<file path="src/rtl/seg_addr_pkg.sv">
package seg_addr_pkg;
  typedef enum logic [1:0] {
    SEG_EXTRA = 2'b00,
    SEG_CODE  = 2'b01,
    SEG_STACK = 2'b10,
    SEG_DATA  = 2'b11
  } seg_id_e;

  localparam int unsigned NUM_SEG = 4;
endpackage

</file>
<file path="src/rtl/seg_regfile.sv">
module seg_regfile
  import seg_addr_pkg::*;
#(
  parameter int unsigned SEG_W = 16
) (
  input  logic             clk,
  input  logic             rst_n,
  input  logic             wr_en,
  input  logic [1:0]       wr_sel,
  input  logic [SEG_W-1:0] wr_data,
  input  logic             far_ld,
  input  logic [SEG_W-1:0] far_cs,
  input  logic             ptr_ld,
  input  logic [SEG_W-1:0] ptr_data,
  input  logic [1:0]       rd_sel,
  output logic [SEG_W-1:0] rd_seg,
  output logic [SEG_W-1:0] code_seg
);
  logic [SEG_W-1:0] seg_q [NUM_SEG];
  logic [SEG_W-1:0] seg_d [NUM_SEG];
  logic             seg_en [NUM_SEG];

  for (genvar i = 0; i < NUM_SEG; i++) begin : g_seg
    localparam logic [1:0]       IDX   = i[1:0];
    localparam logic [SEG_W-1:0] RST_V = (IDX == SEG_CODE) ? '1 : '0;

    // next-state selection for this register
    always_comb begin
      seg_en[i] = 1'b0;
      seg_d[i]  = seg_q[i];
      if (IDX == SEG_CODE) begin
        if (far_ld) begin
          seg_en[i] = 1'b1;
          seg_d[i]  = far_cs;
        end
      end else if (IDX == SEG_DATA && ptr_ld) begin
        seg_en[i] = 1'b1;
        seg_d[i]  = ptr_data;
      end else if (wr_en && wr_sel == IDX) begin
        seg_en[i] = 1'b1;
        seg_d[i]  = wr_data;
      end
    end

    always_ff @(posedge clk or negedge rst_n) begin
      if (!rst_n) begin
        seg_q[i] <= RST_V;
      end else if (seg_en[i]) begin
        seg_q[i] <= seg_d[i];
      end
    end
  end

  assign rd_seg   = seg_q[rd_sel];
  assign code_seg = seg_q[SEG_CODE];
endmodule

</file>
<file path="src/rtl/seg_ea_check.sv">
module seg_ea_check #(
  parameter int unsigned EA_W  = 32,
  parameter int unsigned OFS_W = 16
) (
  input  logic [EA_W-1:0]  ea,
  input  logic             ea_wide,
  output logic [OFS_W-1:0] ofs,
  output logic             fault
);
  localparam int unsigned HI_W = EA_W - OFS_W;

  logic [HI_W-1:0] ea_hi;

  assign ea_hi = ea[EA_W-1:OFS_W];
  assign ofs   = ea[OFS_W-1:0];
  assign fault = ea_wide & (|ea_hi);
endmodule

</file>
<file path="src/rtl/seg_addr_calc.sv">
module seg_addr_calc #(
  parameter int unsigned SEG_W = 16,
  parameter int unsigned OFS_W = 16,
  parameter int unsigned SHIFT = 4
) (
  input  logic [SEG_W-1:0]       seg,
  input  logic [OFS_W-1:0]       ofs,
  input  logic                   ext_mode,
  input  logic                   fault,
  output logic [SEG_W+SHIFT:0]   lin_addr,
  output logic [SEG_W+SHIFT-1:0] wrap_addr
);
  localparam int unsigned ADDR_W = SEG_W + SHIFT + 1;

  logic [ADDR_W-1:0] base;
  logic [ADDR_W-1:0] ofs_x;
  logic [ADDR_W-1:0] sum;

  assign base  = {1'b0, seg, {SHIFT{1'b0}}};
  assign ofs_x = {{(ADDR_W-OFS_W){1'b0}}, ofs};
  assign sum   = base + ofs_x;

  always_comb begin
    if (fault) begin
      lin_addr  = '0;
      wrap_addr = '0;
    end else begin
      wrap_addr = sum[ADDR_W-2:0];
      lin_addr  = {sum[ADDR_W-1] & ext_mode, sum[ADDR_W-2:0]};
    end
  end
endmodule

</file>
<file path="src/rtl/seg_addr_gen.sv">
module seg_addr_gen #(
  parameter int unsigned SEG_W  = 16,
  parameter int unsigned EA_W   = 32,
  parameter int unsigned OFS_W  = 16,
  parameter int unsigned SHIFT  = 4,
  localparam int unsigned ADDR_W = SEG_W + SHIFT + 1
) (
  input  logic              clk,
  input  logic              rst_n,
  input  logic [1:0]        seg_sel,
  input  logic [EA_W-1:0]   ea,
  input  logic              ea_wide,
  input  logic              ext_mode,
  input  logic              wr_en,
  input  logic [1:0]        wr_sel,
  input  logic [SEG_W-1:0]  wr_data,
  input  logic              far_ld,
  input  logic [SEG_W-1:0]  far_cs,
  input  logic              ptr_ld,
  input  logic [SEG_W-1:0]  ptr_data,
  output logic [ADDR_W-1:0] lin_addr,
  output logic [ADDR_W-2:0] wrap_addr,
  output logic              fault
);
  logic [SEG_W-1:0] sel_seg;
  logic [SEG_W-1:0] code_seg;
  logic [OFS_W-1:0] ofs;

  seg_regfile #(.SEG_W(SEG_W)) regs_i (
    .clk      (clk),
    .rst_n    (rst_n),
    .wr_en    (wr_en),
    .wr_sel   (wr_sel),
    .wr_data  (wr_data),
    .far_ld   (far_ld),
    .far_cs   (far_cs),
    .ptr_ld   (ptr_ld),
    .ptr_data (ptr_data),
    .rd_sel   (seg_sel),
    .rd_seg   (sel_seg),
    .code_seg (code_seg)
  );

  seg_ea_check #(.EA_W(EA_W), .OFS_W(OFS_W)) chk_ea_i (
    .ea      (ea),
    .ea_wide (ea_wide),
    .ofs     (ofs),
    .fault   (fault)
  );

  seg_addr_calc #(.SEG_W(SEG_W), .OFS_W(OFS_W), .SHIFT(SHIFT)) calc_i (
    .seg       (sel_seg),
    .ofs       (ofs),
    .ext_mode  (ext_mode),
    .fault     (fault),
    .lin_addr  (lin_addr),
    .wrap_addr (wrap_addr)
  );
endmodule

</file>
<file path="config.mk">
export PLATFORM = sky130hd
export DESIGN_NAME = seg_addr_gen
export DESIGN_NICKNAME = d
export VERILOG_FILES = /design/src/rtl/seg_addr_pkg.sv /design/src/rtl/seg_regfile.sv /design/src/rtl/seg_ea_check.sv /design/src/rtl/seg_addr_calc.sv /design/src/rtl/seg_addr_gen.sv
export SDC_FILE = /design/constraint.sdc
export NUM_CORES = 1
export LEC_CHECK = 0
export BUFFER_PORTS_ARGS = -buffer_cell sky130_fd_sc_hd__buf_2
export CORE_ASPECT_RATIO = 1.4
export CORE_MARGIN = 2
export CORE_UTILIZATION = 47
export DETAILED_ROUTE_END_ITERATION = 6
export PLACE_DENSITY = 0.89
export SYNTH_ARGS = -nofsm -noshare
export SYNTH_HDL_FRONTEND = slang
export SYNTH_HIERARCHICAL = 1
export SYNTH_SLANG_ARGS = --single-unit
</file>
<file path="constraint.sdc">
create_clock -name clk -period 4 [get_ports clk]
set_input_delay 0.8 -clock clk [delete_from_list [all_inputs] [get_ports clk]]
set_output_delay 0.8 -clock clk [all_outputs]
set_load 0.01 [all_outputs]
</file>
==> run metrics, run 1 <==
crit path from=seg_sel[0]; first-pass GRT wire length=roughly 18000 um; worst hold stages=1; P_int=0.00172 W; Worst-Margin Slew=a little over 1000 ps; TritonCTS Sinks=64; diode count=0; total wire length=11400 um; FF+latch area=~1600 um^2; total track usage=approximately a quarter; syn nets=442; RR Startpoint=regs_i/seg_q[25]; hold_ws=between 400 and 500 ps; Pwr per Cell Area=between 400 and 500 nW/um^2; Worst Setup End Kind=output port; WL/cell=between 15 and 20 um; total die area=roughly 9800 um^2; Hold EP=regs_i/seg_q[26]; DRT Pass-1 Iters=4; Multi-input gate area=2350 um^2; Nets=573; number of port buffers=132; Hold Buf Count CTS=0; post-detailed-route via-to-cell ratio=between 5 and 6; Final setup viols=0; WS Path Type=input port to output port; Hold Vio Cnt, Final=0; crit path DAT=roughly 3200 ps; Mean Syn Cell Area=12.6 um^2; Skew-Pair Late Insertion Delay=about 330 ps; Reg2Reg Setup Slack=3190 ps; HP Start=regs_i/seg_q[26]; combinational cell fraction of total power=between 30% and 40%; routability cong.=0.955; Rows=just over 40; Static Leak=roughly 2.5 nW; cells on worst reg2reg path=1; r2r endpoint=regs_i/seg_q[25]; CTS max path bufs=2; min cycle time layout=just under 4000 ps; worst-path maximum fanout=6; relative slew slack=between 30% and 40%; Num CTS Buffers=9; Die Ht=around 120 um; die span in x=~84 um; critical path required time=3200 ps; initial antenna violation count=0; Vias=3228; Core Region=8930 um^2; fmax=around 250 MHz; final period utilization=between 90% and 100%; Top Ports=133; DRT iter0 DRCs=132; Root Buffer=clkbuf_16; Layout Skew=0 ps; total power=roughly 0.0025 W; largest net degree at the start of global routing=46; Hold Path Class=flip-flop to flip-flop; fraction of layout cells with a size suffix above 1=around 70%; RSZ-0062 raised after global routing=true; Final Slew Violations=0; worst vdd ir=about 0.00036 V; CTS H-tree lvls=3; Starting Density=47.6%; fillers=just under 700; max-cap viol count=0; clock share of power=~30%; Flop pwr share=33.3%; Cells after Synth=338; CTS tree=yes; Post-DP HPWL=between 8000 and 9000 um; grt ovf=0; YS warnings=6; Worst Setup Start Kind=input port; Antenna Violating Nets Remaining=0; status=completed; # DRC=0; vias in the first global route=between 3000 and 4000; Util after Layout=60.8%; clock-pin slew on the worst setup and hold paths=approximately 50 ps; Setup TNS=0 ps; Post-Syn Area=between 4000 and 5000 um^2; Area Overhead vs Synth=27.5%; design area=5420 um^2; NetSw=roughly 0.00075 W; Switching Fraction=a little under a third; area post-placement=approximately 5000 um^2
## power by group through the flow
stage | Clock (W) | Combinational, W | Sequential, W
2_1_floorplan | 0 | 0.000596 | 0.000799
3_3_place_gp | 0 | 0.000829 | 0.000815
3_5_place_dp | 0 | 0.000851 | 0.000826
4_1_cts | 0.000747 | 0.000886 | 0.000819
5_1_grt | 0.000772 | 0.000985 | 0.000832
6_report | 0.000731 | 0.000914 | 0.000821
## worst max-delay path, cell delays in order
cell and delay (ps):
buf_12 100, buf_4 110, mux4_2 520, ha_1 310, a211o_1 290, a211oi_2 340
buf_4 180, nor3_2 50, o21a_1 180, nor3_2 130, buf_2 160
## layout make-up
cell class,count,area share (%)
Multi-Input combinational cell,217,43.4
Sequential cell,64,29.9
Timing Repair Buffer,172,18.6
Clock buffer,14,5.05
Tap cell,107,2.47
Inverter,5,0.346
Clock inverter,2,0.231
## state kept, by name, summed over array words and instances (netlist names)
signal,count
regs_i/seg_q,48
regs_i/code_seg,16
## per-stage QoR
step | setup slack, ps | cells
after floorplan | 4.15 | 338
after detailed placement | -90.6 | 564
after global placement | -57.2 | 564
after CTS | -2.76 | 580
after global routing | -86.8 | 581
final | 34.5 | 581
## metal layers
metal | global-route usage, % | wire length [um]
met5 | 0 | 0
met3 | 4.66 | 563
met2 | 44.9 | 6420
met1 | 25.4 | 4110
met4 | 10.3 | 310
## worst max-delay path by stage
stage                          to  slack (ps)
global route        wrap_addr[18]         -90
global placement    wrap_addr[18]         -60
CTS                  lin_addr[16]          -3
detailed placement  wrap_addr[18]         -90
floorplan           wrap_addr[16]           4
finish               lin_addr[15]          30
## placed cells by master, fill, tap and decap left out, drive strengths merged, types with 3 or more instances in the layout
cell type / instances
dfstp: 16
mux4: 16
clkbuf: 14
nand3: 3
inv: 5
dfrtp: 48
nor3: 9
xnor2: 3
nor2: 14
o21ai: 6
nor4: 4
mux2: 82
ha: 12
a21o: 5
o21a: 3
nand2: 9
nor2b: 7
buf: 172
a21oi: 12
## timing repair
| action | CTS | global route |
|---|---|---|
| setup endpoints to repair | 15 | 21 |
| setup buffers | 1 | 1 |
| pin swaps | 6 | 12 |
| resized for setup | 10 | 10 |
Power figures use the tool's default switching activity.
==> run 2, diff against run 1 <==
--- a/config.mk
+++ b/config.mk
@@ -5,12 +5,14 @@
 export SDC_FILE = /design/constraint.sdc
 export NUM_CORES = 1
 export LEC_CHECK = 0
+export ABC_AREA = 1
 export BUFFER_PORTS_ARGS = -buffer_cell sky130_fd_sc_hd__buf_2
 export CORE_ASPECT_RATIO = 1.4
 export CORE_MARGIN = 2
-export CORE_UTILIZATION = 47
+export CORE_UTILIZATION = 49
 export DETAILED_ROUTE_END_ITERATION = 6
-export PLACE_DENSITY = 0.89
+export PLACE_DENSITY = 0.9
+export REMOVE_ABC_BUFFERS = 1
 export SYNTH_ARGS = -nofsm -noshare
 export SYNTH_HDL_FRONTEND = slang
 export SYNTH_HIERARCHICAL = 1
==> run metrics, run 2 <==
Nets=942 (+64%); Skew-Pair Late Insertion Delay=330 ps (about the same); status=completed; Top Family by Delay on Critical Path=simple AND/OR/NAND/NOR gates; most frequent cells in the layout=286 x nand2_1, 134 x inv_1, 132 x buf_2; Hold Path Class=flip-flop to flip-flop; worst vdd ir=0.000250 V (-30%); Post-CTS Setup Inserts=0 (-1); diode count=0 (unchanged); WS Path Type=input port to output port; crit-path max cell delay=330 ps (-190 ps); Worst-Margin Slew=902 ps (-104 ps); Cells after Synth=754 (+120%); fraction of layout cells with a size suffix above 1=22.7% (-48 points); WL/cell=12.1 um (-38%); Area Overhead vs Synth=15.1%; Switching Fraction=32.6% (+2.3 points); max-cap viol count=0 (unchanged); Rows=42 (+2.4%); number of port buffers=132 (unchanged); Pwr per Cell Area=394 nW/um^2 (-13%); fin cells=975 (+68%); design area=5540 um^2 (+2.2%); clock-pin slew on the worst setup and hold paths=50 ps (about the same); Post-Syn Area=4820 um^2 (+13%); first-pass GRT wire length=19600 um (+10%); # DRC=0 (unchanged); Hold Buf Count CTS=0 (unchanged); Die Ht=121 um (+4.1%); critical path required time=3200 ps (about the same); crit path DAT=2910 ps (-260 ps); Worst Setup Start Kind=input port; vias in the first global route=4398 (+26%); largest net degree at the start of global routing=36 (-22%); DRT iter0 DRCs=309 (+130%); CP cell instances=buf_2, buf_4, nand2_1, nand3_1, nand2_1, ha_1, nand2_1, inv_1, a21oi_1, nand2_1, nand2_1, nand2_1, nand2_1, inv_1, nor2_1, buf_2; P_int=0.00147 W (-14%); most frequent CP cell=nand2_1; Root Buffer=clkbuf_16; RR Startpoint=regs_i/code_seg[1]; Starting Density=50.6% (+3.0 points); post-detailed-route via-to-cell ratio=4.83 (-13%); worst-path maximum fanout=26 (+20); fmax=269 MHz (+6.8%); CTS max path bufs=2 (unchanged); Top reg by flops=regs_i/seg_q; die span in x=87.8 um (+4.0%); placed cell count=959 (+70%); Post-DP HPWL=8860 um (+3.3%); RSZ-0062 raised after global routing=false; Hold Vio Cnt, Final=0 (unchanged); Final Slew Violations=0 (unchanged); DRT Pass-1 Iters=5 (+1); CP max stage cell=ha_1; total track usage=23.3% (-0.37 points); Mean Syn Cell Area=6.39 um^2 (-49%); YS warnings=6 (unchanged); Largest register FFs=48 (unchanged); routability cong.=0.938 (-1.8%); total die area=10700 um^2 (+8.3%); Num CTS Buffers=9 (unchanged); initial antenna violation count=0 (unchanged); Static Leak=3.41 nW (+36%); total wire length=11800 um (+3.5%); commonest non-fill, non-tap cell in the layout=nand2_1; Antenna Violating Nets Remaining=0 (unchanged); Flop pwr share=36.1% (+2.8 points); WP buf/inv=5 (+1); min cycle time layout=3710 ps (-254 ps); Final setup viols=0 (unchanged); relative slew slack=39.9% (+6.9 points); combinational cell fraction of total power=28.6% (-8.5 points); CTS tree=yes; hold_ws=471 ps (-27.7 ps); Setup TNS=0 ps (unchanged); grt ovf=0 (unchanged); HP Start=regs_i/seg_q[51]; post-cts resize count=0 (-10); crit path from=seg_sel[0]; CTS H-tree lvls=3 (unchanged); Worst Setup End Kind=output port; Vias=4708 (+46%); NetSw=0.000713 W (-4.8%); Layout Skew=0 ps (unchanged); Core Region=9510 um^2 (+6.6%); TritonCTS Sinks=64 (unchanged); Top Ports=133 (unchanged); area post-placement=5240 um^2 (+4.7%); final period utilization=92.8% (-6.3 points); clock share of power=35.3% (+5.7 points)
==> run 2: cell types whose count changed in the layout (fill, tap and decap cells not counted), sizes merged, moves of 5 or more <==
| cell | delta |
|---|---|
| a21o | -5 |
| buf | -34 |
| inv | +130 |
| mux2 | -82 |
| mux4 | -16 |
| nand2 | +292 |
| nand3 | +73 |
| nor2 | +21 |
| nor2b | -7 |
| nor3 | -5 |
| o21ai | +32 |
==> run 2: area by class of cell <==
class | count | area (um^2)
timing repair buffer | 138 | 718
fill | 888 | 3970
inverter | 135 | 507
sequential | 64 | 1620
clock buffer | 11 | 243
multi-input combinational | 490 | 2230
tap | 132 | 165
clock inverter | 5 | 56.3
==> run 2: worst reg2reg max path: cells and delay by family, from the launching register on <==
kind,cells,cell delay (ps)
DFF,1,510
buffers and inverters,1,50
AOI/OAI and AO/OA,1,200
==> run 2: per-stage QoR <==
step | total power, W | setup WS, ps | util, %
after detailed placement | 0.00141 | 335 | 55.1
after CTS | 0.00219 | 322 | 58.3
final | 0.00219 | 288 | 58.3
after global placement | 0.00139 | 392 | 55.1
after floorplan | 0.00118 | 532 | -
after global routing | 0.00233 | 25.7 | 58.3
==> run 2: metal layers <==
metal	global-route usage, %	up-vias	routed length [um]	part of all wire (%)
met3	3.61	27	683	5.8
li1	-	2399	-	-
met5	0	-	0	0
met1	28.1	2111	4800	41
met2	40.4	171	6000	51
met4	9.71	0	321	2.7
==> run 2: power by group through the flow <==
stage	Combinational (W)	Sequential [W]	Clock [W]
after CTS	0.000626	0.000786	0.000781
after floorplan	0.000394	0.000783	0
after global routing	0.000720	0.000796	0.000810
after global placement	0.000603	0.000791	0
final	0.000625	0.000788	0.000773
after detailed placement	0.000619	0.000795	0
==> run 2: final timing paths <==
path | endpoint | slack, ps | cells past startpoint
min in group asynchronous | regs_i/seg_q[16] | 540 | 1
hold / removal | regs_i/seg_q[51] | 470 | 2
hold reg to reg | regs_i/seg_q[51] | 470 | 2
max in group asynchronous | regs_i/code_seg[9] | 2700 | 2
setup reg to reg | regs_i/code_seg[1] | 3160 | 2
setup / recovery | lin_addr[14] | 290 | 16
